`src/rtl/ext_bus_pkg.sv`:
```
package ext_bus_pkg;
  typedef enum logic [1:0] {
    BUS_IDLE   = 2'd0,
    BUS_STROBE = 2'd1,
    BUS_DONE   = 2'd2
  } bus_state_t;
endpackage

```
`src/rtl/ext_bus_fsm.sv`:
```
module ext_bus_fsm
  import ext_bus_pkg::*;
#(
  parameter int DATA_W = 16,
  parameter int ADDR_W = 3
) (
  input  logic              clk,
  input  logic              rst_n,
  input  logic              req_valid,
  output logic              req_ready,
  input  logic              req_write,
  input  logic [ADDR_W-1:0] req_index,
  input  logic [DATA_W-1:0] req_wdata,
  output logic              rsp_valid,
  output logic [DATA_W-1:0] rsp_rdata,
  input  logic              cfg_wait_en,
  input  logic              cfg_port_mode,
  input  logic              ext_wait,
  input  logic [DATA_W-1:0] bus_din,
  output logic [ADDR_W-1:0] ext_addr,
  output logic              ext_rnw,
  output logic              ext_ds_n,
  output logic              drive_en,
  output logic [DATA_W-1:0] wdata_q,
  output logic              port_active
);
  bus_state_t st_q;
  logic       iw_q;
  logic       accept;

  assign req_ready = (st_q == BUS_IDLE) && !port_active && !cfg_port_mode;
  assign accept    = req_valid && req_ready;
  assign rsp_valid = (st_q == BUS_DONE);

  always_ff @(posedge clk or negedge rst_n) begin
    if (!rst_n) begin
      st_q        <= BUS_IDLE;
      iw_q        <= 1'b0;
      ext_addr    <= '0;
      wdata_q     <= '0;
      ext_rnw     <= 1'b1;
      ext_ds_n    <= 1'b1;
      drive_en    <= 1'b0;
      rsp_rdata   <= '0;
      port_active <= 1'b0;
    end else begin
      unique case (st_q)
        BUS_IDLE: begin
          port_active <= cfg_port_mode;
          if (accept) begin
            ext_addr <= req_index;
            if (req_write) wdata_q <= req_wdata;
            ext_rnw  <= !req_write;
            drive_en <= req_write;
            ext_ds_n <= 1'b0;
            iw_q     <= cfg_wait_en;
            st_q     <= BUS_STROBE;
          end
        end
        BUS_STROBE: begin
          if (iw_q) begin
            iw_q <= 1'b0;
          end else if (!ext_wait) begin
            ext_ds_n <= 1'b1;
            if (ext_rnw) rsp_rdata <= bus_din;
            st_q <= BUS_DONE;
          end
        end
        BUS_DONE: begin
          drive_en <= 1'b0;
          ext_rnw  <= 1'b1;
          st_q     <= BUS_IDLE;
        end
        default: st_q <= BUS_IDLE;
      endcase
    end
  end

  // address held steady across a running cycle
  a_r3_addr_stable: assert property (@(posedge clk) disable iff (!rst_n)
    (st_q != BUS_IDLE && $past(st_q) != BUS_IDLE) |-> $stable(ext_addr));

  // done lasts a single clock
  a_r6_done_single: assert property (@(posedge clk) disable iff (!rst_n)
    rsp_valid |=> !rsp_valid);

  // strobe rise is followed by done in that same cycle
  a_r6_done_after_strobe: assert property (@(posedge clk) disable iff (!rst_n)
    $rose(ext_ds_n) |-> rsp_valid);

  // a high wait sample keeps the strobe low
  a_r7_wait_extends: assert property (@(posedge clk) disable iff (!rst_n)
    (!ext_ds_n && !iw_q && ext_wait) |=> !ext_ds_n);

  // internal wait edge never completes the cycle
  a_r8_internal_wait: assert property (@(posedge clk) disable iff (!rst_n)
    (!ext_ds_n && iw_q) |=> !ext_ds_n);

  // no acceptance while a strobe is active
  a_r6_ready_idle: assert property (@(posedge clk) disable iff (!rst_n)
    req_ready |-> ext_ds_n);
endmodule

```
`src/rtl/ext_port_gpio.sv`:
```
module ext_port_gpio #(
  parameter int DATA_W      = 16,
  parameter int SYNC_STAGES = 2
) (
  input  logic              clk,
  input  logic              rst_n,
  input  logic [DATA_W-1:0] port_dir,
  input  logic [DATA_W-1:0] port_out,
  input  logic [DATA_W-1:0] pin_in,
  output logic [DATA_W-1:0] dir_q,
  output logic [DATA_W-1:0] out_q,
  output logic [DATA_W-1:0] port_in
);
  logic [DATA_W-1:0] sync_q [SYNC_STAGES];

  always_ff @(posedge clk or negedge rst_n) begin
    if (!rst_n) begin
      dir_q <= '0;
      out_q <= '0;
    end else begin
      dir_q <= port_dir;
      out_q <= port_out;
    end
  end

  generate
    for (genvar s = 0; s < SYNC_STAGES; s++) begin : g_sync
      always_ff @(posedge clk or negedge rst_n) begin
        if (!rst_n) sync_q[s] <= '0;
        else if (s == 0) sync_q[s] <= pin_in;
        else sync_q[s] <= sync_q[(s == 0) ? 0 : s-1];
      end
    end
  endgenerate

  assign port_in = sync_q[SYNC_STAGES-1];

  // registered direction follows the core one clock later
  a_r9_dir_follow: assert property (@(posedge clk) disable iff (!rst_n)
    1'b1 |=> (dir_q == $past(port_dir)));
endmodule

```
`src/rtl/ext_pin_mux.sv`:
```
module ext_pin_mux #(
  parameter int DATA_W = 16
) (
  input  logic              port_active,
  input  logic              drive_en,
  input  logic [DATA_W-1:0] wdata_q,
  input  logic [DATA_W-1:0] dir_q,
  input  logic [DATA_W-1:0] out_q,
  output logic [DATA_W-1:0] bus_dout,
  output logic [DATA_W-1:0] bus_oe
);
  always_comb begin
    if (port_active) begin
      bus_oe   = dir_q;
      bus_dout = out_q;
    end else begin
      bus_oe   = {DATA_W{drive_en}};
      bus_dout = wdata_q;
    end
  end
endmodule

```
`src/rtl/ext_reg_bridge.sv`:
```
module ext_reg_bridge #(
  parameter int DATA_W      = 16,
  parameter int ADDR_W      = 3,
  parameter int SYNC_STAGES = 2
) (
  input  logic              clk,
  input  logic              rst_n,
  input  logic              req_valid,
  output logic              req_ready,
  input  logic              req_write,
  input  logic [ADDR_W-1:0] req_index,
  input  logic [DATA_W-1:0] req_wdata,
  output logic              rsp_valid,
  output logic [DATA_W-1:0] rsp_rdata,
  input  logic              cfg_wait_en,
  input  logic              cfg_port_mode,
  input  logic [DATA_W-1:0] port_dir,
  input  logic [DATA_W-1:0] port_out,
  output logic [DATA_W-1:0] port_in,
  output logic [ADDR_W-1:0] ext_addr,
  output logic              ext_rnw,
  output logic              ext_ds_n,
  input  logic              ext_wait,
  input  logic [DATA_W-1:0] bus_din,
  output logic [DATA_W-1:0] bus_dout,
  output logic [DATA_W-1:0] bus_oe
);
  logic              drive_en;
  logic              port_active;
  logic [DATA_W-1:0] wdata_q;
  logic [DATA_W-1:0] dir_q;
  logic [DATA_W-1:0] out_q;

  ext_bus_fsm #(.DATA_W(DATA_W), .ADDR_W(ADDR_W)) u_fsm (
    .clk(clk), .rst_n(rst_n),
    .req_valid(req_valid), .req_ready(req_ready), .req_write(req_write),
    .req_index(req_index), .req_wdata(req_wdata),
    .rsp_valid(rsp_valid), .rsp_rdata(rsp_rdata),
    .cfg_wait_en(cfg_wait_en), .cfg_port_mode(cfg_port_mode),
    .ext_wait(ext_wait), .bus_din(bus_din),
    .ext_addr(ext_addr), .ext_rnw(ext_rnw), .ext_ds_n(ext_ds_n),
    .drive_en(drive_en), .wdata_q(wdata_q), .port_active(port_active)
  );

  ext_port_gpio #(.DATA_W(DATA_W), .SYNC_STAGES(SYNC_STAGES)) u_gpio (
    .clk(clk), .rst_n(rst_n),
    .port_dir(port_dir), .port_out(port_out), .pin_in(bus_din),
    .dir_q(dir_q), .out_q(out_q), .port_in(port_in)
  );

  ext_pin_mux #(.DATA_W(DATA_W)) u_mux (
    .port_active(port_active), .drive_en(drive_en), .wdata_q(wdata_q),
    .dir_q(dir_q), .out_q(out_q), .bus_dout(bus_dout), .bus_oe(bus_oe)
  );

  // bus driven in bus mode only with direction strobe low
  a_r2_drive_dir: assert property (@(posedge clk) disable iff (!rst_n)
    (!port_active && (|bus_oe)) |-> !ext_rnw);

  // port mode never strobes
  a_r9_port_quiet: assert property (@(posedge clk) disable iff (!rst_n)
    port_active |-> ext_ds_n);
endmodule

```
`config.mk`:
```
export PLATFORM = sky130hd
export DESIGN_NAME = ext_reg_bridge
export DESIGN_NICKNAME = d
export VERILOG_FILES = /design/src/rtl/ext_bus_pkg.sv /design/src/rtl/ext_bus_fsm.sv /design/src/rtl/ext_port_gpio.sv /design/src/rtl/ext_pin_mux.sv /design/src/rtl/ext_reg_bridge.sv
export SDC_FILE = /design/constraint.sdc
export NUM_CORES = 1
export LEC_CHECK = 0
export BUFFER_PORTS_ARGS = -buffer_cell sky130_fd_sc_hd__clkbuf_2
export CAP_MARGIN = 15
export CORE_MARGIN = 2
export CORE_UTILIZATION = 46
export CTS_CLUSTER_SIZE = 20
export DETAILED_ROUTE_END_ITERATION = 12
export PLACE_DENSITY_LB_ADDON = 0.15
export SYNTH_ARGS = -nofsm -noshare
export SYNTH_HDL_FRONTEND = slang
export SYNTH_SLANG_ARGS = --single-unit
```
`constraint.sdc`:
```
create_clock -name clk -period 2.03 [get_ports clk]
set_clock_uncertainty 0.1 [all_clocks]
set_input_delay 0.406 -clock clk [delete_from_list [all_inputs] [get_ports clk]]
set_output_delay 0.406 -clock clk [all_outputs]
set_load 0.02 [all_outputs]
```
==> results of run 1 <==
## kinds of logic after synthesis
kind of cell / count (synthesis) / synth area share [%]
buf+inv: 26 / 5.121
simple gates: 43 / 5.762
mux: 52 / 16.58
compound gates: 6 / 1.045
flops: 106 / 71.50
## stage by stage
| stage | cells | area [um^2] | hold slack (ps) | TNS (ps) | total power, W |
|---|---|---|---|---|---|
| CTS | 478 | 4692 | 34.01 | 0 | 0.006610 |
| global route | 477 | 4690 | 30.63 | -188.4 | 0.006901 |
| detailed placement | 460 | 4461 | 234.7 | 0 | 0.005312 |
| floorplan | 233 | 3714 | 10.41 | 0 | 0.004508 |
| global placement | 460 | 4461 | 231.3 | 0 | 0.005244 |
| finish | 477 | 4690 | 53.35 | 0 | 0.006498 |
## layout make-up
class	instances	area, um^2	area share [%]
inverter	1	3.754	0.08004
sequential	106	2656	56.64
tap	102	127.6	2.721
timing repair buffer	151	828.3	17.66
clock inverter	5	46.29	0.9872
multi-input combinational	101	875.8	18.68
clock buffer	11	151.4	3.228
## worst min path at each step
stage	cells past startpoint	end
after detailed placement	0	u_gpio.port_in[14]
after CTS	1	u_gpio.dir_q[3]
after global routing	1	u_gpio.dir_q[13]
after floorplan	0	u_fsm.drive_en
after global placement	0	u_gpio.port_in[14]
final	1	u_gpio.dir_q[11]
## what timing repair did
item	4_1_cts	5_1_grt
gates resized for setup	5	10
hold endpoints to repair	29	0
hold buffers	1	0
pin swaps	0	0
setup endpoints to repair	31	30
setup buffers	1	0
## layout by cell type, fill, tap and decap left out, types with 3 or more instances in the layout
cell type | Yosys | layout
buf_2 | 1 | 9
mux2_4 | 8 | 8
nand2_1 | 33 | 33
clkinv_4 | 0 | 3
clkbuf_2 | 0 | 134
mux2_2 | 44 | 44
clkbuf_8 | 0 | 11
buf_12 | 1 | 4
dfrtp_1 | 104 | 103
buf_4 | 16 | 3
## per-layer routing
layer  share of wire, %  track usage [%]
met4                1.1            5.435
met1                 43            20.83
met5                  0                0
met2                 49            25.89
met3                7.5            3.852
## synthesized netlist by cell type
cell,instances
nor2_1,2
nor4b_4,1
o21a_1,1
nor4_4,1
nand2_2,1
o21ai_0,1
dfrtp_1,104
nor2b_1,1
buf_6,2
dfstp_2,2
a21oi_1,2
a21o_1,1
mux2_2,44
inv_1,1
and3_1,2
clkbuf_1,5
a31o_2,1
buf_2,1
mux2_4,8
nand2b_1,2
buf_12,1
buf_4,16
nand2_1,33
## power by group through the flow
stage                     Clock, W  Combinational, W  Sequential (W)
final                      0.00123           0.00241         0.00285
after global routing       0.00138           0.00260         0.00292
after CTS                  0.00129           0.00246         0.00286
after detailed placement         0           0.00242         0.00290
after global placement           0           0.00236         0.00288
after floorplan                  0           0.00142         0.00309
## worst max-delay path: cells and delay by family (launching register included)
kind                   cells  cell delay [ps]
buffers and inverters      2              330
flip-flops                 1              460
multiplexers               1              350
## sequential cells by signal, indices dropped and copies added, names as in the netlist, 2 cells and up
register         flops
u_fsm.ext_addr       3
u_fsm.rsp_rdata     16
u_fsm.st_q           2
u_fsm.wdata_q       16
u_gpio.dir_q        16
u_gpio.out_q        16
u_gpio.port_in      16
u_gpio.sync_q       16
==> metrics.txt, run 1 <==
# TYPE chip_impl_metric gauge
chip_impl_metric{name="timing.final.hold_violations",unit=""} 0
chip_impl_metric{name="report.final.setup_viol",unit=""} 0
chip_impl_metric{name="initial_antenna_violation_count",unit=""} 0
chip_impl_metric{name="cts_buffer_depth",unit=""} 2
chip_impl_metric{name="synth_top_area_share",unit="%"} 70.08
chip_impl_metric{name="die_area",unit="um^2"} 8808
chip_impl_metric{name="cp_slowest_stage_delay",unit="ps"} 460
chip_impl_metric{name="yosysWarnings",unit=""} 0
chip_impl_metric{name="drt_iter0_drc",unit=""} 46
chip_impl_metric{name="post_synth_inst_count",unit=""} 233
chip_impl_info{name="crit_type",value="reg2out"} 1
chip_impl_metric{name="fin_util",unit="%"} 60.37
chip_impl_metric{name="max_rail_drop_vdd",unit="mV"} 0.6153
chip_impl_info{name="run_status",value="finished, final reports clean"} 1
chip_impl_metric{name="max_slew.worst_pin.slew",unit="ps"} 450.1
chip_impl_metric{name="combPwrFrac",unit="%"} 37.1
chip_impl_metric{name="power.sequential.fraction",unit="%"} 43.9
chip_impl_metric{name="clkPwrFrac",unit="%"} 19.0
chip_impl_metric{name="clock_latency_on_the_worst_skew_pair",unit="ps"} 340
chip_impl_metric{name="via_count_of_the_first_global_routing_pass",unit=""} 2196
chip_impl_metric{name="detail_route.vias_per_cell",unit=""} 4.509
chip_impl_info{name="startpoint",value="u_fsm.port_active"} 1
chip_impl_metric{name="timing.reg2reg.worst_path_depth",unit=""} 4
chip_impl_metric{name="globalRouteOverflowTotal",unit=""} 0
chip_impl_metric{name="timing.final.crit_share",unit="%"} 97.94
chip_impl_metric{name="design.portCount",unit=""} 145
chip_impl_metric{name="switching_power",unit="W"} 0.002293
chip_impl_metric{name="synthToLayoutAreaGrowth",unit="%"} 26.28
chip_impl_metric{name="finalCriticalPeriod",unit="ps"} 1988
chip_impl_metric{name="final_max_slew_viol_count",unit=""} 0
chip_impl_info{name="ys_top_cells_by_area",value="dfrtp_1 70%, mux2_2 13%, nand2_1 3.3%"} 1
chip_impl_metric{name="number_of_input_and_output_port_buffers_inserted",unit=""} 144
chip_impl_info{name="cell_by_cell_trace_of_the_critical_path",value="buf_12 -> mux2_2 -> clkbuf_2"} 1
chip_impl_metric{name="post_syn_nets",unit=""} 307
chip_impl_metric{name="r2r_slack",unit="ps"} 250
chip_impl_metric{name="finish.net_count",unit=""} 444
chip_impl_info{name="worst_hold_path_type",value="in2reg"} 1
chip_impl_metric{name="largest_fanout_on_the_critical_path",unit=""} 15
chip_impl_info{name="r2r-end",value="u_fsm.wdata_q[5]"} 1
chip_impl_metric{name="dieHeight",unit="um"} 93.85
chip_impl_metric{name="antenna_cells_inserted",unit=""} 0
chip_impl_metric{name="synth.cell_area",unit="um^2"} 3714
chip_impl_metric{name="share_of_final_layout_standard_cells_stronger_than_drive_strength_1",unit="%"} 60.27
chip_impl_metric{name="drt-total-wl",unit="mm"} 6.645
chip_impl_metric{name="cts.sink_count",unit=""} 106
chip_impl_metric{name="ys_types",unit=""} 23
chip_impl_metric{name="power_per_cell_area",unit="nW/um^2"} 1386
chip_impl_info{name="crit_path_end",value="bus_dout[14]"} 1
chip_impl_metric{name="static-leakage-power",unit="nW"} 2.431
chip_impl_metric{name="post-route-drc-count",unit=""} 0
chip_impl_metric{name="die_w",unit="um"} 93.85
chip_impl_metric{name="tritoncts.num_buffers",unit=""} 9
chip_impl_info{name="tritoncts_clock_tree",value="done"} 1
chip_impl_metric{name="fp-row-count",unit=""} 32
chip_impl_info{name="worstSetupEndpointType",value="primary output"} 1
chip_impl_metric{name="place.gp.congestion",unit=""} 0.6691
chip_impl_metric{name="ys_seq_area_share",unit="%"} 71.50
chip_impl_metric{name="max_slew_margin",unit="%"} 70.00
chip_impl_metric{name="synth_area_per_cell",unit="um^2"} 15.94
chip_impl_metric{name="h-tree-depth",unit=""} 3
chip_impl_metric{name="path_clk_slew",unit="ps"} 100
chip_impl_metric{name="grt_pass1_wl",unit="mm"} 10.67
chip_impl_metric{name="fillCellCount",unit=""} 651
chip_impl_info{name="worst_setup_path_start_kind",value="flip-flop"} 1
chip_impl_metric{name="design.core.area",unit="um^2"} 7767
chip_impl_metric{name="grt_max_degree",unit=""} 39
chip_impl_info{name="cts-root-buf",value="clkbuf_8"} 1
chip_impl_metric{name="hpwlAfterDp",unit="mm"} 4.865
chip_impl_metric{name="detailedRoute.firstPassIterationCount",unit=""} 3
chip_impl_info{name="grt_setup_unrepaired",value="true"} 1
chip_impl_metric{name="wl_per_cell",unit="um"} 13.93
chip_impl_metric{name="power.internal",unit="W"} 0.004204
chip_impl_metric{name="timing.max_cap.violations",unit=""} 0
chip_impl_metric{name="ys_seq_elements",unit=""} 106
chip_impl_info{name="slowest_stage",value="dfrtp_2"} 1
chip_impl_info{name="min-delay-start",value="port_dir[11]"} 1
chip_impl_metric{name="required",unit="ps"} 1520
chip_impl_metric{name="via_count",unit=""} 2151
chip_impl_metric{name="fmax",unit="MHz"} 503.0
chip_impl_metric{name="ant_nets",unit=""} 0
chip_impl_info{name="regToRegStartpoint",value="u_fsm.port_active"} 1
chip_impl_metric{name="power.share.switching",unit="%"} 35.29
chip_impl_metric{name="track_usage",unit="%"} 15.85
chip_impl_info{name="yosys.area.top_type",value="dfrtp_1"} 1
chip_impl_metric{name="place_worst_setup_slack",unit="ps"} 220.5
chip_impl_metric{name="signal_arrival_time_at_the_worst_endpoint",unit="ps"} 1480
chip_impl_metric{name="initial_cell_density_of_the_core",unit="%"} 47.81
chip_impl_metric{name="post-route-worst-setup-slack",unit="ps"} 41.80
Power figures use the tool's default switching activity.
==> run 2: changes to the inputs <==
--- a/config.mk
+++ b/config.mk
@@ -5,7 +5,7 @@
 export SDC_FILE = /design/constraint.sdc
 export NUM_CORES = 1
 export LEC_CHECK = 0
-export BUFFER_PORTS_ARGS = -buffer_cell sky130_fd_sc_hd__clkbuf_2
+export BUFFER_PORTS_ARGS = -buffer_cell sky130_fd_sc_hd__buf_2
 export CAP_MARGIN = 15
 export CORE_MARGIN = 2
 export CORE_UTILIZATION = 46
==> metrics.txt, run 2 (synthesized netlist as in run 1, its figures left out) <==
# TYPE chip_impl_metric gauge
chip_impl_metric{name="via_count",unit=""} 2143
chip_impl_info{name="crit_type",value="reg2out"} 1
chip_impl_metric{name="max_slew_margin",unit="%"} 72.74
chip_impl_metric{name="dp.cells",unit=""} 462
chip_impl_metric{name="path_clk_slew",unit="ps"} 100
chip_impl_metric{name="place_worst_setup_slack",unit="ps"} 270.2
chip_impl_metric{name="report.final.setup_viol",unit=""} 0
chip_impl_metric{name="detail_route.vias_per_cell",unit=""} 4.474
chip_impl_metric{name="clkPwrFrac",unit="%"} 18.0
chip_impl_info{name="worst_setup_path_start_kind",value="flip-flop"} 1
chip_impl_info{name="worstSetupEndpointType",value="primary output"} 1
chip_impl_metric{name="timing.final.hold_violations",unit=""} 0
chip_impl_metric{name="fp-row-count",unit=""} 32
chip_impl_metric{name="die_area",unit="um^2"} 8808
chip_impl_metric{name="switching_power",unit="W"} 0.002265
chip_impl_metric{name="initial_cell_density_of_the_core",unit="%"} 47.81
chip_impl_metric{name="power.sequential.fraction",unit="%"} 44.5
chip_impl_metric{name="power_per_cell_area",unit="nW/um^2"} 1370
chip_impl_metric{name="final_max_slew_viol_count",unit=""} 0
chip_impl_metric{name="fmax",unit="MHz"} 504.4
chip_impl_metric{name="grt_pass1_wl",unit="mm"} 10.05
chip_impl_metric{name="drt-total-wl",unit="mm"} 6.527
chip_impl_metric{name="wl_per_cell",unit="um"} 13.63
chip_impl_metric{name="hpwlAfterDp",unit="mm"} 4.706
chip_impl_metric{name="post_cts_repair_setup_buffers",unit=""} 0
chip_impl_metric{name="tritoncts.num_buffers",unit=""} 9
chip_impl_metric{name="antenna_cells_inserted",unit=""} 0
chip_impl_metric{name="timing.max_cap.violations",unit=""} 0
chip_impl_metric{name="max_rail_drop_vdd",unit="mV"} 0.6152
chip_impl_info{name="worst_hold_path_type",value="in2reg"} 1
chip_impl_metric{name="cts.sink_count",unit=""} 106
chip_impl_metric{name="via_count_of_the_first_global_routing_pass",unit=""} 2094
chip_impl_metric{name="detailed_place.area",unit="um^2"} 4463
chip_impl_info{name="grt_setup_unrepaired",value="true"} 1
chip_impl_info{name="min-delay-start",value="port_dir[9]"} 1
chip_impl_metric{name="ant_nets",unit=""} 0
chip_impl_metric{name="die_w",unit="um"} 93.85
chip_impl_metric{name="grt_max_degree",unit=""} 43
chip_impl_info{name="run_status",value="finished, final reports clean"} 1
chip_impl_metric{name="final_area",unit="um^2"} 4672
chip_impl_metric{name="detailedRoute.firstPassIterationCount",unit=""} 4
chip_impl_metric{name="dieHeight",unit="um"} 93.85
chip_impl_metric{name="signal_arrival_time_at_the_worst_endpoint",unit="ps"} 1480
chip_impl_metric{name="combPwrFrac",unit="%"} 37.5
chip_impl_info{name="final_cell_mix",value="143 x buf_2, 103 x dfrtp_1, 44 x mux2_2"} 1
chip_impl_info{name="regToRegStartpoint",value="u_fsm.port_active"} 1
chip_impl_info{name="mostFrequentLayoutCell",value="buf_2"} 1
chip_impl_metric{name="globalRouteOverflowTotal",unit=""} 0
chip_impl_metric{name="place.gp.congestion",unit=""} 0.6806
chip_impl_metric{name="finish.net_count",unit=""} 446
chip_impl_metric{name="power.share.switching",unit="%"} 35.39
chip_impl_info{name="tritoncts_clock_tree",value="done"} 1
chip_impl_metric{name="required",unit="ps"} 1520
chip_impl_metric{name="cts_buffer_depth",unit=""} 2
chip_impl_metric{name="synthToLayoutAreaGrowth",unit="%"} 25.81
chip_impl_metric{name="static-leakage-power",unit="nW"} 2.403
chip_impl_metric{name="timing.final.crit_share",unit="%"} 97.66
chip_impl_metric{name="finalPower",unit="W"} 0.006401
chip_impl_metric{name="post-route-drc-count",unit=""} 0
chip_impl_metric{name="clock_latency_on_the_worst_skew_pair",unit="ps"} 350
chip_impl_metric{name="largest_fanout_on_the_critical_path",unit=""} 16
chip_impl_metric{name="design.portCount",unit=""} 145
chip_impl_metric{name="drt_iter0_drc",unit=""} 58
chip_impl_metric{name="hold-worst-slack",unit="ps"} 44.60
chip_impl_metric{name="number_of_input_and_output_port_buffers_inserted",unit=""} 144
chip_impl_info{name="cts-root-buf",value="clkbuf_8"} 1
chip_impl_metric{name="track_usage",unit="%"} 15.20
chip_impl_metric{name="post-route-worst-setup-slack",unit="ps"} 47.50
chip_impl_metric{name="share_of_final_layout_standard_cells_stronger_than_drive_strength_1",unit="%"} 60.48
chip_impl_metric{name="finalCriticalPeriod",unit="ps"} 1982
chip_impl_info{name="startpoint",value="u_fsm.port_active"} 1
chip_impl_metric{name="power.internal",unit="W"} 0.004136
chip_impl_metric{name="max_slew.worst_pin.slew",unit="ps"} 407.5
chip_impl_metric{name="final-instance-count-excl-fill",unit=""} 479
chip_impl_metric{name="h-tree-depth",unit=""} 3
chip_impl_metric{name="initial_antenna_violation_count",unit=""} 0
chip_impl_metric{name="design.core.area",unit="um^2"} 7767
==> run 2: final cells by class <==
type                            instances  area (um^2)
Timing Repair Buffer                  153        830.8
Tap cell                              102        127.6
Inverter                                1        3.754
Multi-Input combinational cell        101        875.8
Fill cell                             664         3095
Sequential cell                       106         2656
Clock buffer                            9        123.9
Clock inverter                          7        53.80
==> run 2: final timing paths <==
kind                                           end  slack (ps)  cells after the start
worst max-delay path                   bus_dout[5]          50                      3
worst min-delay path               u_gpio.dir_q[9]          40                      1
worst max register to register    u_fsm.wdata_q[6]         280                      4
worst min register to register  u_gpio.port_in[10]         250                      0
max in group asynchronous           u_fsm.ext_ds_n         790                      3
min in group asynchronous       u_gpio.port_in[10]         430                      2
==> run 2: what timing repair did <==
| action | CTS | global route |
|---|---|---|
| hold buffers | 1 | 0 |
| setup endpoints to repair | 32 | 26 |
| endpoints found under the hold margin | 26 | 0 |
| pin swaps | 0 | 0 |
| gates resized for setup | 4 | 2 |
==> run 2: metal layers <==
| layer | global-route usage, % | up-vias | wire length (um) |
|---|---|---|---|
| met5 | 0 | - | 0 |
| met4 | 6.522 | 0 | 93 |
| met3 | 4.735 | 9 | 515 |
| met2 | 23.15 | 84 | 3180 |
| met1 | 20.25 | 1020 | 2738 |
| li1 | - | 1030 | - |
==> run 2: power groups by stage <==
| stage | Sequential [W] | Clock (W) | Combinational (W) |
|---|---|---|---|
| CTS | 0.00285 | 0.00121 | 0.00243 |
| global route | 0.00291 | 0.00130 | 0.00258 |
| finish | 0.00285 | 0.00115 | 0.00240 |
| detailed placement | 0.00288 | 0 | 0.00241 |
| global placement | 0.00287 | 0 | 0.00237 |
| floorplan | 0.00309 | 0 | 0.00142 |
==> run 2: worst max-delay path: stages, from the launching register on <==
cell and delay (ps):
dfrtp_2 450, buf_12 170, mux2_2 340, buf_2 160
==> run 2: per-stage QoR <==
stage / util (%) / setup TNS [ps]
CTS: 60.02 / 0
detailed placement: 57.46 / 0
finish: 60.15 / 0
global placement: 57.46 / 0
global route: 60.15 / -259.7
floorplan: - / 0
==> run 3: changes to the inputs <==
--- a/config.mk
+++ b/config.mk
@@ -6,9 +6,8 @@
 export NUM_CORES = 1
 export LEC_CHECK = 0
 export BUFFER_PORTS_ARGS = -buffer_cell sky130_fd_sc_hd__buf_2
-export CAP_MARGIN = 15
 export CORE_MARGIN = 2
-export CORE_UTILIZATION = 46
+export CORE_UTILIZATION = 48
 export CTS_CLUSTER_SIZE = 20
 export DETAILED_ROUTE_END_ITERATION = 12
 export PLACE_DENSITY_LB_ADDON = 0.15
==> metrics.txt, run 3 (synthesized netlist as in run 1, its figures left out) <==
# TYPE chip_impl_metric gauge
chip_impl_info{name="run_status",value="finished, final reports clean"} 1
chip_impl_info{name="cts-root-buf",value="clkbuf_8"} 1
chip_impl_metric{name="drt_iter0_drc",unit=""} 38
chip_impl_metric{name="layout.area.seq",unit="um^2"} 2656
chip_impl_metric{name="antenna_cells_inserted",unit=""} 0
chip_impl_info{name="mostFrequentLayoutCell",value="buf_2"} 1
chip_impl_metric{name="max_slew.worst_pin.slew",unit="ps"} 440.9
chip_impl_metric{name="detail_route.vias_per_cell",unit=""} 4.547
chip_impl_metric{name="multi_input_comb_area",unit="um^2"} 875.8
chip_impl_info{name="worstSetupEndpointType",value="primary output"} 1
chip_impl_metric{name="dp.cells",unit=""} 462
chip_impl_metric{name="place.gp.congestion",unit=""} 0.7035
chip_impl_metric{name="largest_fanout_on_the_critical_path",unit=""} 7
chip_impl_metric{name="design.portCount",unit=""} 145
chip_impl_metric{name="timing.final.crit_share",unit="%"} 98.36
chip_impl_metric{name="globalRouteOverflowTotal",unit=""} 0
chip_impl_metric{name="post-route-worst-setup-slack",unit="ps"} 33.20
chip_impl_metric{name="signal_arrival_time_at_the_worst_endpoint",unit="ps"} 1490
chip_impl_metric{name="critPathBufInv",unit=""} 2
chip_impl_info{name="cell_by_cell_trace_of_the_critical_path",value="buf_6 -> mux2_2 -> buf_2"} 1
chip_impl_metric{name="synthToLayoutAreaGrowth",unit="%"} 28.47
chip_impl_metric{name="hpwlAfterDp",unit="mm"} 4.770
chip_impl_metric{name="max_slew_margin",unit="%"} 70.50
chip_impl_metric{name="die_w",unit="um"} 91.96
chip_impl_info{name="worst_setup_path_start_kind",value="flip-flop"} 1
chip_impl_info{name="tritoncts_clock_tree",value="done"} 1
chip_impl_metric{name="post-route-drc-count",unit=""} 0
chip_impl_metric{name="power_per_cell_area",unit="nW/um^2"} 1414
chip_impl_metric{name="dieHeight",unit="um"} 91.96
chip_impl_info{name="final_cell_mix",value="138 x buf_2, 103 x dfrtp_1, 44 x mux2_2"} 1
chip_impl_metric{name="ant_nets",unit=""} 0
chip_impl_metric{name="cts.sink_count",unit=""} 106
chip_impl_metric{name="initial_antenna_violation_count",unit=""} 0
chip_impl_metric{name="h-tree-depth",unit=""} 3
chip_impl_metric{name="detailed_place.area",unit="um^2"} 4476
chip_impl_info{name="slowest_stage",value="dfrtp_2"} 1
chip_impl_metric{name="cts_buffer_depth",unit=""} 2
chip_impl_metric{name="finalCriticalPeriod",unit="ps"} 1997
chip_impl_metric{name="number_of_input_and_output_port_buffers_inserted",unit=""} 144
chip_impl_metric{name="design.core.area",unit="um^2"} 7607
chip_impl_metric{name="detailedRoute.firstPassIterationCount",unit=""} 4
chip_impl_metric{name="clock_latency_on_the_worst_skew_pair",unit="ps"} 360
chip_impl_metric{name="track_usage",unit="%"} 16.37
chip_impl_info{name="crit_family",value="flip-flops"} 1
chip_impl_metric{name="fmax",unit="MHz"} 500.8
chip_impl_metric{name="final-instance-count-excl-fill",unit=""} 481
chip_impl_metric{name="share_of_final_layout_standard_cells_stronger_than_drive_strength_1",unit="%"} 60.69
chip_impl_metric{name="grt_max_degree",unit=""} 37
chip_impl_metric{name="grt_pass1_wl",unit="mm"} 10.76
chip_impl_metric{name="finalPower",unit="W"} 0.006745
chip_impl_metric{name="finish.net_count",unit=""} 449
chip_impl_metric{name="static-leakage-power",unit="nW"} 2.449
chip_impl_metric{name="timing.max_cap.violations",unit=""} 0
chip_impl_metric{name="report.final.setup_viol",unit=""} 0
chip_impl_metric{name="final_max_slew_viol_count",unit=""} 0
chip_impl_metric{name="drt-total-wl",unit="mm"} 6.600
chip_impl_metric{name="via_count_of_the_first_global_routing_pass",unit=""} 2312
chip_impl_metric{name="cp_slowest_stage_delay",unit="ps"} 480
chip_impl_metric{name="wl_per_cell",unit="um"} 13.72
chip_impl_info{name="grt_setup_unrepaired",value="true"} 1
chip_impl_metric{name="initial_cell_density_of_the_core",unit="%"} 48.82
chip_impl_metric{name="via_count",unit=""} 2187
chip_impl_metric{name="die_area",unit="um^2"} 8456
chip_impl_metric{name="tritoncts.num_buffers",unit=""} 9
chip_impl_metric{name="final_area",unit="um^2"} 4771
chip_impl_info{name="worst_hold_path_type",value="in2reg"} 1
chip_impl_metric{name="fp-row-count",unit=""} 32
chip_impl_metric{name="fillCellCount",unit=""} 633
chip_impl_metric{name="timing.final.hold_violations",unit=""} 0
chip_impl_info{name="crit_type",value="reg2out"} 1
chip_impl_metric{name="place_worst_setup_slack",unit="ps"} 233.3
chip_impl_metric{name="path_clk_slew",unit="ps"} 90
chip_impl_metric{name="max_rail_drop_vdd",unit="mV"} 0.7572
chip_impl_metric{name="required",unit="ps"} 1520
[run 3: changes by cell type in the layout (fill, tap and decap cells not counted), moves of 2 or more]
cell / delta
buf_2: -5
buf_6: +4
buf_4: +3
bufinv_16: +2
[run 3: path summary, 6_finish.rpt]
path | start | to | slack [ps] | cells after the start
hold / removal | port_out[5] | u_gpio.out_q[5] | 50 | 1
setup / recovery | u_fsm.port_active | bus_dout[11] | 30 | 3
max in group asynchronous | rst_n | u_fsm.ext_ds_n | 850 | 3
hold reg to reg | u_gpio.sync_q[24] | u_gpio.port_in[8] | 250 | 0
min in group asynchronous | rst_n | u_fsm.rsp_rdata[13] | 400 | 2
setup reg to reg | u_fsm.st_q[1] | u_fsm.rsp_rdata[6] | 230 | 3
[run 3: where the power goes]
group / total (W) / switching, W / internal, W
logic: 0.00252 / 0.00134 / 0.00118
registers: 0.00285 / 0.000261 / 0.00259
clock network: 0.00138 / 0.000681 / 0.000695
[run 3: area by class of cell]
cell class / instances / share of cell area, %
Timing Repair Buffer: 156 / 18.73
Clock inverter: 6 / 1.888
Clock buffer: 9 / 2.596
Sequential cell: 106 / 55.68
Tap cell: 102 / 2.675
Multi-Input combinational cell: 101 / 18.36
Inverter: 1 / 0.07868
[run 3: routing by layer]
metal	GRT usage (%)	part of all wire [%]
met1	20.48	40
met2	27.21	51
met3	4.108	6.8
met4	6.965	1.6
met5	0	0
[run 3: timing repair]
action	CTS	global route
buffers inserted	1	2
pin swaps	0	0
setup endpoints to repair	31	30
hold buffers	1	0
hold endpoints to repair	26	0
gates resized for setup	3	12
[run 3: through the flow]
step | util, % | TNS (ps) | hold slack [ps]
after floorplan | - | 0 | 10.41
after global placement | 58.83 | 0 | 231.2
after detailed placement | 58.83 | 0 | 234.7
after CTS | 61.97 | -117.8 | 32.12
after global routing | 62.71 | -280.8 | 30.83
final | 62.71 | 0 | 50.09
